[src/rtl/acc_usub_pkg.sv]
package acc_usub_pkg;
  localparam logic [7:0] OPC_USUB = 8'h66;

  typedef enum logic {ST_IDLE, ST_WAIT} usub_state_t;

  typedef struct packed {
    logic       ind;
    logic [2:0] aru;
    logic       nflag;
    logic [2:0] nar;
    logic [6:0] ofs;
  } usub_dec_t;
endpackage

[src/rtl/acc_usub_decode.sv]
module acc_usub_decode
  import acc_usub_pkg::*;
(
  input  logic        valid,
  input  logic [15:0] instr,
  output logic        hit,
  output usub_dec_t   dec
);
  always_comb begin
    hit       = valid && (instr[15:8] == OPC_USUB);
    dec.ind   = instr[7];
    dec.ofs   = instr[6:0];
    dec.aru   = instr[7] ? instr[6:4] : 3'd0;
    dec.nflag = instr[7] ? instr[3]   : 1'b0;
    dec.nar   = instr[7] ? instr[2:0] : 3'd0;
  end
endmodule

[src/rtl/acc_usub_agen.sv]
module acc_usub_agen #(
  parameter int DATA_W = 16,
  parameter int DP_W   = 9,
  parameter int OFS_W  = 7,
  parameter int AR_CNT = 8,
  localparam int SEL_W = $clog2(AR_CNT)
) (
  input  logic                     ind,
  input  logic [DP_W-1:0]          dp,
  input  logic [OFS_W-1:0]         ofs,
  input  logic [SEL_W-1:0]         sel,
  input  logic [AR_CNT*DATA_W-1:0] bank,
  output logic [DATA_W-1:0]        addr
);
  logic [DATA_W-1:0] ar_arr [AR_CNT];

  for (genvar g = 0; g < AR_CNT; g++) begin : g_unpack
    assign ar_arr[g] = bank[g*DATA_W +: DATA_W];
  end

  always_comb begin
    if (ind) addr = ar_arr[sel];
    else     addr = {dp, ofs};
  end
endmodule

[src/rtl/acc_usub_alu.sv]
module acc_usub_alu #(
  parameter int ACC_W  = 32,
  parameter int DATA_W = 16,
  localparam int EXT_W = ACC_W - DATA_W
) (
  input  logic [ACC_W-1:0]  acc_in,
  input  logic [DATA_W-1:0] opnd,
  input  logic              sat_en,
  output logic [ACC_W-1:0]  res,
  output logic              no_borrow,
  output logic              ovf
);
  localparam logic [ACC_W-1:0] MAX_POS = {1'b0, {(ACC_W-1){1'b1}}};
  localparam logic [ACC_W-1:0] MAX_NEG = {1'b1, {(ACC_W-1){1'b0}}};

  logic [ACC_W-1:0] opx;
  logic [ACC_W:0]   diff;

  always_comb begin
    opx       = {{EXT_W{1'b0}}, opnd};
    diff      = {1'b0, acc_in} - {1'b0, opx};
    no_borrow = ~diff[ACC_W];
    ovf       = (acc_in[ACC_W-1] != opx[ACC_W-1]) &&
                (diff[ACC_W-1] != acc_in[ACC_W-1]);
    if (sat_en && ovf) res = acc_in[ACC_W-1] ? MAX_NEG : MAX_POS;
    else               res = diff[ACC_W-1:0];
  end
endmodule

[src/rtl/acc_usub_unit.sv]
module acc_usub_unit
  import acc_usub_pkg::*;
#(
  parameter int ACC_W  = 32,
  parameter int DATA_W = 16,
  parameter int DP_W   = 9,
  parameter int OFS_W  = 7,
  parameter int AR_CNT = 8,
  localparam int SEL_W = $clog2(AR_CNT)
) (
  input  logic                     clk,
  input  logic                     rst,
  input  logic                     instr_valid,
  input  logic [15:0]              instr,
  input  logic [DP_W-1:0]          dp_ptr,
  input  logic [SEL_W-1:0]         ar_sel,
  input  logic [AR_CNT*DATA_W-1:0] ar_bank,
  input  logic                     ovm,
  input  logic                     ov_clr,
  input  logic                     acc_wr,
  input  logic [ACC_W-1:0]         acc_wr_data,
  output logic                     mem_req,
  output logic [DATA_W-1:0]        mem_addr,
  input  logic                     mem_rdy,
  input  logic [DATA_W-1:0]        mem_data,
  output logic [ACC_W-1:0]         acc,
  output logic                     carry,
  output logic                     ov,
  output logic                     done,
  output logic                     pc_inc,
  output logic                     ind_mode,
  output logic [2:0]               aru_code,
  output logic                     next_flag,
  output logic [2:0]               next_ar
);
  localparam logic [ACC_W-1:0] SAT_NEG = {1'b1, {(ACC_W-1){1'b0}}};
  localparam logic [ACC_W-1:0] SAT_POS = {1'b0, {(ACC_W-1){1'b1}}};

  usub_state_t       state;
  logic              hit;
  usub_dec_t         dec;
  logic [DATA_W-1:0] addr_nxt;
  logic [ACC_W-1:0]  alu_res;
  logic              alu_nb;
  logic              alu_ovf;
  logic              complete;

  acc_usub_decode u_dec (
    .valid (instr_valid),
    .instr (instr),
    .hit   (hit),
    .dec   (dec)
  );

  acc_usub_agen #(
    .DATA_W (DATA_W),
    .DP_W   (DP_W),
    .OFS_W  (OFS_W),
    .AR_CNT (AR_CNT)
  ) u_agen (
    .ind  (dec.ind),
    .dp   (dp_ptr),
    .ofs  (dec.ofs[OFS_W-1:0]),
    .sel  (ar_sel),
    .bank (ar_bank),
    .addr (addr_nxt)
  );

  acc_usub_alu #(
    .ACC_W  (ACC_W),
    .DATA_W (DATA_W)
  ) u_alu (
    .acc_in    (acc),
    .opnd      (mem_data),
    .sat_en    (ovm),
    .res       (alu_res),
    .no_borrow (alu_nb),
    .ovf       (alu_ovf)
  );

  assign complete = (state == ST_WAIT) && mem_rdy;

  // Sequencer: accept, wait for operand, finish
  always_ff @(posedge clk) begin
    if (rst) begin
      state     <= ST_IDLE;
      mem_req   <= 1'b0;
      mem_addr  <= '0;
      done      <= 1'b0;
      pc_inc    <= 1'b0;
      ind_mode  <= 1'b0;
      aru_code  <= '0;
      next_flag <= 1'b0;
      next_ar   <= '0;
    end else begin
      done   <= 1'b0;
      pc_inc <= 1'b0;
      case (state)
        ST_IDLE: begin
          if (hit) begin
            state     <= ST_WAIT;
            mem_req   <= 1'b1;
            mem_addr  <= addr_nxt;
            ind_mode  <= dec.ind;
            aru_code  <= dec.aru;
            next_flag <= dec.nflag;
            next_ar   <= dec.nar;
          end
        end
        ST_WAIT: begin
          if (mem_rdy) begin
            state   <= ST_IDLE;
            mem_req <= 1'b0;
            done    <= 1'b1;
            pc_inc  <= 1'b1;
          end
        end
        default: state <= ST_IDLE;
      endcase
    end
  end

  // Accumulator and status bits
  always_ff @(posedge clk) begin
    if (rst) begin
      acc   <= '0;
      carry <= 1'b0;
      ov    <= 1'b0;
    end else begin
      if (complete)    acc <= alu_res;
      else if (acc_wr) acc <= acc_wr_data;
      if (complete) carry <= alu_nb;
      if (complete && alu_ovf) ov <= 1'b1;
      else if (ov_clr)         ov <= 1'b0;
    end
  end


  start_opc_chk: assert property (@(posedge clk) disable iff (rst)
    $rose(mem_req) |-> $past(instr_valid && instr[15:8] == OPC_USUB));


  stall_hold_chk: assert property (@(posedge clk) disable iff (rst)
    (state == ST_WAIT && !mem_rdy && !acc_wr) |=> ($stable(acc) && $stable(carry) && mem_req));


  done_pc_chk: assert property (@(posedge clk) disable iff (rst)
    done |-> (pc_inc && $past(mem_req && mem_rdy)));


  ov_sticky_chk: assert property (@(posedge clk) disable iff (rst)
    (ov && !ov_clr) |=> ov);


  carry_borrow_chk: assert property (@(posedge clk) disable iff (rst)
    complete |=> (carry == ($past(acc) >= {{(ACC_W-DATA_W){1'b0}}, $past(mem_data)})));


  sat_value_chk: assert property (@(posedge clk) disable iff (rst)
    (complete && ovm && alu_ovf) |=> (acc == SAT_NEG || acc == SAT_POS));


  busy_addr_chk: assert property (@(posedge clk) disable iff (rst)
    (state == ST_WAIT && !mem_rdy) |=> $stable(mem_addr));
endmodule

[config.mk]
export PLATFORM = sky130hd
export DESIGN_NAME = acc_usub_unit
export DESIGN_NICKNAME = d
export VERILOG_FILES = /design/src/rtl/acc_usub_pkg.sv /design/src/rtl/acc_usub_decode.sv /design/src/rtl/acc_usub_agen.sv /design/src/rtl/acc_usub_alu.sv /design/src/rtl/acc_usub_unit.sv
export SDC_FILE = /design/constraint.sdc
export NUM_CORES = 1
export LEC_CHECK = 0
export CAP_MARGIN = 20
export CORE_MARGIN = 2
export CORE_UTILIZATION = 42
export DETAILED_ROUTE_END_ITERATION = 16
export PLACE_DENSITY = 0.83
export RECOVER_POWER = 25
export SYNTH_ARGS = -nofsm -noshare
export SYNTH_HDL_FRONTEND = slang
export SYNTH_HIERARCHICAL = 1
export SYNTH_SLANG_ARGS = --single-unit
[constraint.sdc]
create_clock -name clk -period 4 [get_ports clk]
set_input_delay 0.6 -clock clk [delete_from_list [all_inputs] [get_ports clk]]
set_output_delay 0.6 -clock clk [all_outputs]
set_load 0.005 [all_outputs]
==> impl_metrics.tcl <==
set metrics [dict create \
    post_cts_buffers 0 \
    cap_viol_max_count 0 \
    drtIter0Drc 443 \
    overflow 0 \
    crit_path_start "acc[23]$_SDFFE_PP0P_" \
    wl_per_cell_um 17.3 \
    grt_usage 0.261 \
    numCtsBuffers 9 \
    total_power_uw 2080 \
    crit_end "acc[25]$_SDFFE_PP0P_" \
    r2r_cells 11 \
    pre_cts_slack_ns 0.0675 \
    ys_types 54 \
    synth_most_common_cell "mux2i_1" \
    routed_wl_um 19100 \
    crit_type "reg -> reg" \
    worst_pin_slew_ns 1.30 \
    initial_core_util 0.428 \
    hold_violations 0 \
    ios 272 \
    grt_first_pass_wirelength_um 30100 \
    synth_seq_cells 61 \
    clock-sinks 61 \
    seq_area_frac_synth 0.217 \
    clk_latency_ns 0.33 \
    post_cts_resized 0 \
    holdBufCountCts 0 \
    worst_setup_path_end_kind "flip-flop" \
    synth_warnings 6 \
    hold_path_class "reg -> reg" \
    post-dp-hpwl_um 15000 \
    dp.cells 1091 \
    clock_path_buffers 2 \
    synth_top_area_share 0.217 \
    min_period_ns 3.77 \
    outcome "finished clean" \
    avgSynthCellArea_um2 8.09 \
    antenna_left 0 \
    crit_required_ns 4.16 \
    tns_ns 0 \
    r2r_setup_slack_ns 0.23 \
    clk_pin_slew_worst_paths_ns 0.06 \
    clock_skew_ns 0.0144 \
    setup_viol 0 \
    slew_headroom 0.130 \
    n_antenna_cell 0 \
    num_rows 42 \
    syn_area_um2 5620 \
    ys.flop_type "dfxtp_1" \
    cts_tree "done" \
    rsz0062_at_grt "false" \
    grt_max_degree 52 \
    dieWidth_um 120 \
    coreArea_um2 13100 \
    final_cell_count_no_fill 1108 \
    antenna_found_initial 0 \
    vias 6000 \
    design.die.area_um2 14300 \
    worstPathArrival_ns 3.92 \
    ctsHtreeMaxLevel 3 \
    nets 1156 \
    syn_inst 695 \
    clock.fmax_mhz 266 \
    power_density_nw_per_um2 245 \
    yosysTopAreaCell "dfxtp_1" \
    fin_crit_sh 0.941 \
    vdd_ir_drop_max_mv 0.196 \
    drive_above_1_share 0.0740 \
    cp-start-kind "flip-flop" \
    timing.rr.start "acc[23]$_SDFFE_PP0P_" \
    async_flop_share 0 \
    p_leak_uw 0.00356 \
    fillers 1180 \
    reg2reg_to "acc[25]$_SDFFE_PP0P_" \
    first_pass_iters 5 \
    drv_slew 0 \
    place.gp.congestion 0.920 \
    path_max_fanout 18 \
    synth_area_leaders "dfxtp_1, mux2i_1, a211oi_2, a21oi_1, nand2_1" \
    io_buffers 271 \
    drc 0 \
    synth_edf_count 0 \
    die_h_um 120 \
    grt_pass1_vias 5679 \
    setup_slack_ns 0.235 \
    cts_root_buf "clkbuf_16" \
    vias_per_cell 5.42 \
    syn_nets 924 \
    layout-area-overhead-vs-synth_pct 51.1 \
    synthTopCellsByCount "mux2i_1, nand2_1, dfxtp_1" \
]
-- registers in the layout, indices dropped and copies added, names as in the netlist --
name and count:
acc 32, aru_code 3, state 1, next_ar 3, ind_mode 1, ov 1
mem_req 1, pc_inc 1, carry 1, next_flag 1, mem_addr 16
-- how the worst min path moves through the flow --
stage	from	endpoint	slack, ns	depth (start not counted)
CTS	aru_code[0]$_SDFFE_PP0P_	aru_code[0]$_SDFFE_PP0P_	0.46	2
floorplan	aru_code[0]$_SDFFE_PP0P_	aru_code[0]$_SDFFE_PP0P_	0.45	2
global placement	ind_mode$_SDFFE_PP0P_	ind_mode$_SDFFE_PP0P_	0.44	2
finish	ind_mode$_SDFFE_PP0P_	ind_mode$_SDFFE_PP0P_	0.45	2
detailed placement	aru_code[0]$_SDFFE_PP0P_	aru_code[0]$_SDFFE_PP0P_	0.45	2
global route	mem_addr[11]$_SDFFE_PP0P_	mem_addr[11]$_SDFFE_PP0P_	0.46	2
-- through the flow --
| step | instance area [µm²] | hold slack, ns | util |
|---|---|---|---|
| 6_report | 8500 | 0.450 | 0.647 |
| 5_1_grt | 8500 | 0.464 | 0.647 |
| 4_1_cts | 8490 | 0.455 | 0.646 |
| 3_5_place_dp | 8210 | 0.447 | 0.625 |
| 3_3_place_gp | 8210 | 0.442 | 0.625 |
| 2_1_floorplan | 5620 | 0.453 | - |
-- metal layers --
| metal | part of all wire | track usage |
|---|---|---|
| met1 | 0.45 | 0.357 |
| met2 | 0.47 | 0.424 |
| met3 | 0.067 | 0.0504 |
| met4 | 0.015 | 0.0588 |
| met5 | 0 | 0 |
-- cells in the final DEF, fill, tap and decap left out, types with 16 or more instances in the layout --
cell type	instances
clkdlybuf4s50_1	239
mux2i_1	81
nand2_1	72
dfxtp_1	61
a21oi_1	55
nor2_1	52
nor2b_1	37
a211oi_2	29
dlygate4sd3_1	29
o21ai_0	22
nand3_1	19
inv_1	19
a211o_1	17
ha_1	17
a22oi_1	16
a41o_1	16
-- cell type report --
type                    instances  area, µm²  area share
flip-flops and latches         61       1220       0.144
clock buffers                   9        225      0.0265
multi-input cells             552       3890       0.458
inverters                      19       71.3     0.00839
clock inverters                 7       55.1     0.00648
repair buffers                284       2810       0.331
well taps                     176        220      0.0259
-- worst max-delay path: stages (launching register included) --
cell      delay, ns
dfxtp_1        0.36
or3_4          0.42
or2_4          0.27
or4_4          0.43
or2_0          0.26
or4_1          0.49
a31oi_1        0.19
ha_1           0.22
and3_1         0.63
a31oi_1        0.12
nor2_1         0.17
a211oi_2       0.06
-- cells by family (layout without fill, tap and decap cells) --
kind of cell / after synthesis / in the layout / synth area share
AOI/OAI and AO/OA: 189 / 189 / 0.254
xor gates and xnor gates: 26 / 26 / 0.0405
adders and majority gates: 18 / 18 / 0.0414
buffers and inverters: 82 / 319 / 0.0914
DFF: 61 / 61 / 0.217
muxes: 81 / 81 / 0.144
and+or+nand+nor: 238 / 238 / 0.212
-- report_power, final --
group	leakage, µW	internal (µW)	switching (µW)
clock	0.000133	426	303
combinational	0.00293	409	289
sequential	0.000498	627	26.6
Note: power is estimated with default switching activity, not from simulation.
